**src/rtl/twi_pkg.sv**
```systemverilog
`timescale 1ns/1ps
package twi_pkg;

    localparam int BYTE_W    = 8;
    localparam int BIT_CNT_W = $clog2(BYTE_W + 1);
    localparam int N_LINES   = 2;
    localparam int LINE_SDA  = 0;
    localparam int LINE_SCL  = 1;

    typedef logic [BYTE_W-1:0] byte_t;

    typedef enum logic [3:0] {
        ST_IDLE,
        ST_ADDR,
        ST_ACK_WR,
        ST_ACK_RD,
        ST_PTR,
        ST_ACK_PTR,
        ST_DATA,
        ST_ACK_DATA,
        ST_TX
    } link_state_t;

    // Decoded bus conditions, one clock cycle wide each.
    typedef struct packed {
        logic start;
        logic stop;
        logic scl_rise;
        logic scl_fall;
        logic scl;
        logic sda;
    } bus_ev_t;

    function automatic logic addr_hit(input byte_t b, input logic [BYTE_W-2:0] dev);
        return b[BYTE_W-1:1] == dev;
    endfunction

endpackage

```
**src/rtl/twi_line_cond.sv**
```systemverilog
`timescale 1ns/1ps
module twi_line_cond #(
    parameter int SYNC_STAGES = 2,
    parameter int FILT_LEN    = 4
) (
    input  logic clk,
    input  logic rst,
    input  logic line_i,
    output logic line_o
);
    localparam int CNT_W = $clog2(FILT_LEN + 1);

    logic [SYNC_STAGES-1:0] sync_q;
    logic [CNT_W-1:0]       agree_cnt;
    logic                   synced;

    always_ff @(posedge clk) begin
        if (rst) sync_q <= '1;
        else     sync_q <= {sync_q[SYNC_STAGES-2:0], line_i};
    end

    assign synced = sync_q[SYNC_STAGES-1];

    // The output follows only after FILT_LEN consecutive differing samples.
    always_ff @(posedge clk) begin
        if (rst) begin
            line_o    <= 1'b1;
            agree_cnt <= '0;
        end else if (synced == line_o) begin
            agree_cnt <= '0;
        end else if (agree_cnt == CNT_W'(FILT_LEN - 1)) begin
            line_o    <= synced;
            agree_cnt <= '0;
        end else begin
            agree_cnt <= agree_cnt + 1'b1;
        end
    end

    // the filtered level only ever moves to the synchronised level
    a_r9_filter_follows_sync: assert property (@(posedge clk) disable iff (rst)
        $changed(line_o) |-> (line_o == $past(synced)));

endmodule

```
**src/rtl/twi_bus_events.sv**
```systemverilog
`timescale 1ns/1ps
module twi_bus_events
    import twi_pkg::*;
(
    input  logic    clk,
    input  logic    rst,
    input  logic    scl_f,
    input  logic    sda_f,
    output bus_ev_t ev
);
    logic scl_q, sda_q;

    always_ff @(posedge clk) begin
        if (rst) begin
            scl_q <= 1'b1;
            sda_q <= 1'b1;
        end else begin
            scl_q <= scl_f;
            sda_q <= sda_f;
        end
    end

    always_comb begin
        ev.scl      = scl_f;
        ev.sda      = sda_f;
        ev.scl_rise = scl_f & ~scl_q;
        ev.scl_fall = ~scl_f & scl_q;
        ev.start    = scl_f & scl_q & sda_q & ~sda_f;
        ev.stop     = scl_f & scl_q & ~sda_q & sda_f;
    end

endmodule

```
**src/rtl/twi_proto_fsm.sv**
```systemverilog
`timescale 1ns/1ps
module twi_proto_fsm
    import twi_pkg::*;
#(
    parameter logic [BYTE_W-2:0] DEV_ADDR = 7'h58
) (
    input  logic    clk,
    input  logic    rst,
    input  bus_ev_t ev,
    input  byte_t   rdata,
    output logic    sda_oe,
    output byte_t   ptr,
    output byte_t   wdata,
    output logic    we
);
    link_state_t          state;
    byte_t                shreg;
    logic [BIT_CNT_W-1:0] bit_cnt;
    logic                 byte_full;

    assign byte_full = (bit_cnt == BIT_CNT_W'(BYTE_W));

    always_ff @(posedge clk) begin
        if (rst) begin
            state   <= ST_IDLE;
            shreg   <= '0;
            bit_cnt <= '0;
            ptr     <= '0;
            wdata   <= '0;
            we      <= 1'b0;
            sda_oe  <= 1'b0;
        end else begin
            we <= 1'b0;
            if (ev.stop) begin
                state   <= ST_IDLE;
                sda_oe  <= 1'b0;
                bit_cnt <= '0;
            end else if (ev.start) begin
                state   <= ST_ADDR;
                sda_oe  <= 1'b0;
                bit_cnt <= '0;
            end else begin
                case (state)
                    ST_ADDR, ST_PTR, ST_DATA: begin
                        if (ev.scl_rise && !byte_full) begin
                            shreg   <= {shreg[BYTE_W-2:0], ev.sda};
                            bit_cnt <= bit_cnt + 1'b1;
                        end else if (ev.scl_fall && byte_full) begin
                            bit_cnt <= '0;
                            if (state == ST_ADDR) begin
                                if (addr_hit(shreg, DEV_ADDR)) begin
                                    sda_oe <= 1'b1;
                                    state  <= shreg[0] ? ST_ACK_RD : ST_ACK_WR;
                                end else begin
                                    state  <= ST_IDLE;
                                end
                            end else if (state == ST_PTR) begin
                                ptr    <= shreg;
                                sda_oe <= 1'b1;
                                state  <= ST_ACK_PTR;
                            end else begin
                                wdata  <= shreg;
                                we     <= 1'b1;
                                sda_oe <= 1'b1;
                                state  <= ST_ACK_DATA;
                            end
                        end
                    end
                    ST_ACK_WR: if (ev.scl_fall) begin
                        sda_oe <= 1'b0;
                        state  <= ST_PTR;
                    end
                    ST_ACK_PTR: if (ev.scl_fall) begin
                        sda_oe <= 1'b0;
                        state  <= ST_DATA;
                    end
                    ST_ACK_DATA: if (ev.scl_fall) begin
                        sda_oe <= 1'b0;
                        state  <= ST_IDLE;
                    end
                    ST_ACK_RD: if (ev.scl_fall) begin
                        shreg   <= rdata;
                        sda_oe  <= ~rdata[BYTE_W-1];
                        bit_cnt <= BIT_CNT_W'(1);
                        state   <= ST_TX;
                    end
                    ST_TX: if (ev.scl_fall) begin
                        if (byte_full) begin
                            sda_oe  <= 1'b0;
                            bit_cnt <= '0;
                            state   <= ST_IDLE;
                        end else begin
                            sda_oe  <= ~shreg[BYTE_W-2];
                            shreg   <= {shreg[BYTE_W-2:0], 1'b0};
                            bit_cnt <= bit_cnt + 1'b1;
                        end
                    end
                    default: ;
                endcase
            end
        end
    end

    // the block moves the data line only while the filtered clock is low
    a_r7_sda_moves_scl_low: assert property (@(posedge clk) disable iff (rst)
        $changed(sda_oe) |-> !ev.scl);

    // the write strobe is one cycle wide
    a_r5_we_single_cycle: assert property (@(posedge clk) disable iff (rst)
        we |=> !we);

    // the pointer does not move in the cycle the data is handed over
    a_r8_ptr_stable_on_we: assert property (@(posedge clk) disable iff (rst)
        we |-> $stable(ptr));

    // a STOP leaves the block idle with the line released
    a_r2_stop_releases: assert property (@(posedge clk) disable iff (rst)
        ev.stop |=> (!sda_oe && state == ST_IDLE));

    // a foreign address is never acknowledged
    a_r4_mismatch_no_ack: assert property (@(posedge clk) disable iff (rst)
        (state == ST_ADDR && ev.scl_fall && byte_full && !ev.start && !ev.stop
         && !addr_hit(shreg, DEV_ADDR)) |=> (!sda_oe && state == ST_IDLE));

    // idle means released
    a_r6_idle_released: assert property (@(posedge clk) disable iff (rst)
        (state == ST_IDLE && !$past(ev.start)) |-> !sda_oe);

endmodule

```
**src/rtl/twi_reg_slave.sv**
```systemverilog
`timescale 1ns/1ps
module twi_reg_slave
    import twi_pkg::*;
#(
    parameter logic [6:0] DEV_ADDR    = 7'h58,
    parameter int         SYNC_STAGES = 2,
    parameter int         FILT_LEN    = 4
) (
    input  logic       clk,
    input  logic       rst,
    input  logic       scl_i,
    input  logic       sda_i,
    output logic       sda_oe,
    output logic [7:0] reg_addr,
    output logic [7:0] reg_wdata,
    output logic       reg_we,
    input  logic [7:0] reg_rdata
);
    logic [N_LINES-1:0] raw_l;
    logic [N_LINES-1:0] filt_l;
    bus_ev_t            ev;

    assign raw_l[LINE_SCL] = scl_i;
    assign raw_l[LINE_SDA] = sda_i;

    for (genvar gi = 0; gi < N_LINES; gi++) begin : g_line
        twi_line_cond #(
            .SYNC_STAGES (SYNC_STAGES),
            .FILT_LEN    (FILT_LEN)
        ) u_cond (
            .clk    (clk),
            .rst    (rst),
            .line_i (raw_l[gi]),
            .line_o (filt_l[gi])
        );
    end

    twi_bus_events u_events (
        .clk   (clk),
        .rst   (rst),
        .scl_f (filt_l[LINE_SCL]),
        .sda_f (filt_l[LINE_SDA]),
        .ev    (ev)
    );

    twi_proto_fsm #(
        .DEV_ADDR (DEV_ADDR)
    ) u_fsm (
        .clk    (clk),
        .rst    (rst),
        .ev     (ev),
        .rdata  (reg_rdata),
        .sda_oe (sda_oe),
        .ptr    (reg_addr),
        .wdata  (reg_wdata),
        .we     (reg_we)
    );

endmodule

```
**config.mk**
```make
export PLATFORM = sky130hd
export DESIGN_NAME = twi_reg_slave
export DESIGN_NICKNAME = d
export VERILOG_FILES = /design/src/rtl/twi_pkg.sv /design/src/rtl/twi_line_cond.sv /design/src/rtl/twi_bus_events.sv /design/src/rtl/twi_proto_fsm.sv /design/src/rtl/twi_reg_slave.sv
export SDC_FILE = /design/constraint.sdc
export NUM_CORES = 1
export LEC_CHECK = 0
export ABC_AREA = 1
export BUFFER_PORTS_ARGS = -buffer_cell sky130_fd_sc_hd__buf_4
export CORE_MARGIN = 1
export CORE_UTILIZATION = 35
export CTS_CLUSTER_DIAMETER = 30
export DETAILED_ROUTE_END_ITERATION = 16
export PLACE_DENSITY_LB_ADDON = 0.08
export SETUP_SLACK_MARGIN = 0.5
export SLEW_MARGIN = 20
export SYNTH_ARGS = -nofsm -noshare
export SYNTH_HDL_FRONTEND = slang
export SYNTH_SLANG_ARGS = --single-unit
```
**constraint.sdc**
```tcl
create_clock -name clk -period 2.7 [get_ports clk]
set_input_delay 0.54 -clock clk [delete_from_list [all_inputs] [get_ports clk]]
set_output_delay 0.54 -clock clk [all_outputs]
set_load 0.02 [all_outputs]
```
==> flow_summary.rst <==
.. list-table::
   :header-rows: 1

   * - Metric
     - Value
   * - Capturing point of the worst reg2reg path
     - u_fsm.wdata[4]
   * - Final layout net count
     - 404
   * - Final Power
     - 2.08 mW
   * - Kind of start point of the critical path
     - register
   * - Worst setup path category
     - reg2reg
   * - Number of fill cells
     - 689
   * - Worst endpoint data arrival time
     - 2.15 ns
   * - Maximum capacitance violations
     - 0
   * - Critical path, cell by cell
     - inv_1 -> ha_1 -> nand2_1 -> nor2_2 -> nand2_1 -> nor2_2 -> nand3_1 -> nand2_1 -> nor2_1
   * - Maximum clock skew at final layout
     - 0.00964 ns
   * - Mapped Avg Cell Area
     - 6.79 um^2
   * - PwrDens
     - 744 mW/mm^2
   * - RSZ-0062 raised after global routing
     - no
   * - Leak Pwr
     - 1.32 nW
   * - Number of storage elements in the synthesis netlist
     - 48
   * - Max VDD drop
     - 346 uV
   * - Relative area change from synthesis to final layout
     - 15.7%
   * - Post-Syn Nets
     - 374
   * - Finish-stage setup viols
     - 0
   * - Die width
     - 85.1 um
   * - Final Wtd Congestion
     - 0.847
   * - Min-Delay Path Class
     - in2reg
   * - Worst Setup End Kind
     - register
   * - Cell family with the largest share of critical-path delay
     - simple AND/OR/NAND/NOR gates
   * - Cell count along the critical path
     - 9
   * - Setup Slack @ Placement
     - 0.787 ns
   * - Area of the die
     - 0.00725 mm^2
   * - Synth Warn #
     - 0
   * - Distinct cell type count after synthesis
     - 25
   * - Vertical die dimension
     - 85.1 um
   * - Outcome
     - finished clean
   * - Final critical-path setup slack
     - 0.759 ns
   * - Number of search-and-repair iterations in the first detailed-routing pass
     - 4
   * - Sequential share of the synthesized area
     - 0.397
   * - Synthesized area
     - 0.00242 mm^2
   * - H-Tree Depth
     - 2
   * - Gate Count Post-Synth
     - 356
   * - DR vias
     - 2222
   * - Overall overflow remaining after global route
     - 0
   * - TritonCTS Buffers
     - 5
   * - Buf/Inv on CP
     - 1
   * - Worst slew pin tran
     - 0.646 ns
   * - Routed wire length
     - 5610 um
   * - Data required, critical path
     - 2.91 ns
   * - Count of placed standard cells including taps
     - 456
   * - Commonest non-fill, non-tap cell in the layout
     - sky130_fd_sc_hd__nand2_1
   * - Post-CTS Hold Buffers
     - 0
   * - Number of input and output port buffers inserted
     - 29
   * - Part of the total power dissipated in the clock network
     - 0.226
   * - Worst setup endpoint
     - u_fsm.wdata[4]
   * - Via density per instance
     - 4.79
   * - Remaining antenna violation count after routing
     - 0
   * - Fmax
     - 0.515 GHz
   * - Highest net fanout along the worst path
     - 17
   * - Initial Utilization
     - 0.372
   * - Drt drc
     - 0
   * - Minimum clock period after layout
     - 1.94 ns
   * - Internal power
     - 1.26 mW
   * - CTS Sinks
     - 48
   * - Later-pin clock latency in the skew report
     - 0.31 ns
   * - Pin count of the biggest net entering global routing
     - 29
   * - Initial antenna violation count
     - 0
   * - Count of non-filler cells in the finished layout
     - 464
   * - Per-cell routed wire length
     - 12.1 um
   * - Switching share of power
     - 0.393
   * - Biggest cell delay along the critical path
     - 0.55 ns
   * - Launch point of the worst path
     - u_fsm.bit_cnt[0]
   * - Proportion of power drawn by combinational gates
     - 0.350
   * - Final antenna diode count
     - 0
   * - Core ar.
     - 0.00649 mm^2
   * - DRT iter0 DRCs
     - 103
   * - Number of global-route vias before repair
     - 2008
   * - Commonest cells after routing, fill and taps aside
     - 83 x sky130_fd_sc_hd__nand2_1, 64 x sky130_fd_sc_hd__nor2_1, 48 x sky130_fd_sc_hd__dfxtp_1
   * - Fraction of power consumed by sequential logic
     - 0.424
   * - Clock tree from TritonCTS
     - yes
   * - DP Wirelength
     - 4110 um
   * - Maximum number of buffers from clock root to sink
     - 2
   * - Final slew viol count
     - 0
   * - First-pass GRT wire length
     - 9450 um
   * - Number of I/O pins
     - 30
   * - Worst path most repeated cell
     - sky130_fd_sc_hd__nand2_1
   * - Worst reg-to-reg setup slack
     - 0.76 ns
   * - Number of hold-slack violations in the final timing report
     - 0
   * - Startpoint of the most critical register-to-register path
     - u_fsm.bit_cnt[0]
   * - Proportion of layout cells with a drive suffix above 1
     - 0.176
   * - Crit path max-delay cell type
     - sky130_fd_sc_hd__nor2_2
   * - Post-CTS Setup Bufs
     - 0
   * - Dpl cell area
     - 0.00270 mm^2
   * - Finished layout cell area
     - 0.00280 mm^2
   * - Clk Tree Root Cell
     - sky130_fd_sc_hd__clkbuf_8
   * - Total track usage
     - 0.166
   * - Net switching component of the power
     - 819 uW
   * - Placement row count
     - 29
   * - Count of instances resized after the clock tree is built
     - 0
   * - Period Utilization, post-route
     - 0.719
   * - Rel. slew slack
     - 0.569
   * - Reg clk slew, reported paths
     - 0.09 ns
   * - Reg2Reg Depth
     - 9
   * - Setup TNS
     - 0 ns
[how the worst min path moves through the flow]
stage	endpoint	start	depth (start not counted)	slack, ns
4_1_cts	g_line[0].u_cond.sync_q[0]	sda_i	2	0.40
2_1_floorplan	g_line[0].u_cond.sync_q[1]	g_line[0].u_cond.sync_q[0]	1	0.39
3_5_place_dp	g_line[0].u_cond.sync_q[1]	g_line[0].u_cond.sync_q[0]	1	0.39
3_3_place_gp	g_line[0].u_cond.sync_q[1]	g_line[0].u_cond.sync_q[0]	1	0.39
5_1_grt	g_line[1].u_cond.sync_q[0]	scl_i	2	0.40
6_report	g_line[0].u_cond.sync_q[0]	sda_i	2	0.41
[Yosys cell counts]
cell type | instances | area, um^2
sky130_fd_sc_hd__a21oi_1 | 28 | 140
sky130_fd_sc_hd__and3_1 | 1 | 6.26
sky130_fd_sc_hd__buf_2 | 1 | 5.00
sky130_fd_sc_hd__buf_4 | 3 | 22.5
sky130_fd_sc_hd__clkbuf_1 | 3 | 11.3
sky130_fd_sc_hd__dfxtp_1 | 48 | 961
sky130_fd_sc_hd__ha_1 | 6 | 75.1
sky130_fd_sc_hd__inv_1 | 29 | 109
sky130_fd_sc_hd__inv_2 | 6 | 22.5
sky130_fd_sc_hd__nand2_1 | 83 | 312
sky130_fd_sc_hd__nand2_2 | 6 | 37.5
sky130_fd_sc_hd__nand2_4 | 1 | 11.3
sky130_fd_sc_hd__nand3_1 | 26 | 130
sky130_fd_sc_hd__nand3_2 | 1 | 10.0
sky130_fd_sc_hd__nand3b_1 | 7 | 52.6
sky130_fd_sc_hd__nand4_1 | 1 | 6.26
sky130_fd_sc_hd__nor2_1 | 64 | 240
sky130_fd_sc_hd__nor2_2 | 8 | 50.1
sky130_fd_sc_hd__nor2_4 | 1 | 11.3
sky130_fd_sc_hd__nor3_4 | 2 | 32.5
sky130_fd_sc_hd__o211ai_1 | 2 | 15.0
sky130_fd_sc_hd__o21ai_0 | 22 | 110
sky130_fd_sc_hd__o21bai_1 | 1 | 7.51
sky130_fd_sc_hd__or2_2 | 5 | 31.3
sky130_fd_sc_hd__xnor2_1 | 1 | 8.76
[stage by stage]
stage / hold slack (ns) / util
4_1_cts: 0.402 / 0.431
2_1_floorplan: 0.389 / -
6_report: 0.413 / 0.431
3_3_place_gp: 0.391 / 0.416
3_5_place_dp: 0.393 / 0.416
5_1_grt: 0.402 / 0.431
[cell families (layout without fill, tap and decap cells)]
logic type / Yosys count / count (layout) / synth area share
flip-flops: 48 / 48 / 0.397
AND/OR/NAND/NOR: 206 / 206 / 0.385
adder cells (fa/ha/maj): 6 / 6 / 0.0310
buffers and inverters: 42 / 73 / 0.0704
AO/OA/AOI/OAI: 53 / 53 / 0.113
XOR/XNOR: 1 / 1 / 0.00362
[power groups by stage]
stage | Combinational, mW | Clock [mW] | Sequential [mW]
floorplan | 0.564 | 0 | 0.885
global placement | 0.738 | 0 | 0.898
detailed placement | 0.729 | 0 | 0.898
CTS | 0.733 | 0.489 | 0.882
global route | 0.827 | 0.517 | 0.900
finish | 0.728 | 0.470 | 0.882
[state kept, by name, indices dropped and copies added (netlist names)]
signal	count
g_line.u_cond.agree_cnt	6
g_line.u_cond.line_o	2
g_line.u_cond.sync_q	4
u_events.scl_q	1
u_events.sda_q	1
u_fsm.bit_cnt	4
u_fsm.ptr	8
u_fsm.sda_oe	1
u_fsm.shreg	8
u_fsm.state	4
u_fsm.wdata	8
u_fsm.we	1
[area by class of cell]
class | count | area [um^2] | share of cell area
Multi-Input combinational cell | 266 | 1290 | 0.460
Sequential cell | 48 | 961 | 0.343
Clock inverter | 2 | 13.8 | 0.00492
Tap cell | 77 | 96.3 | 0.0344
Timing Repair Buffer | 30 | 225 | 0.0805
Clock buffer | 6 | 82.6 | 0.0295
Inverter | 35 | 131 | 0.0470
[worst reg2reg max path: cells and delay by family, from the launching register on]
kind	cells	cell delay, ns
adders and majority gates	1	0.17
and+or+nand+nor	7	1.22
DFF	1	0.35
buffers and inverters	1	0.10
[metal layers]
layer / part of all wire / wire, um / GRT usage
met5: 0 / 0 / 0
met4: 0.014 / 79 / 0.0555
met3: 0.049 / 275 / 0.0350
met2: 0.48 / 2680 / 0.288
met1: 0.46 / 2570 / 0.205
(Power assumes the default switching activity.)
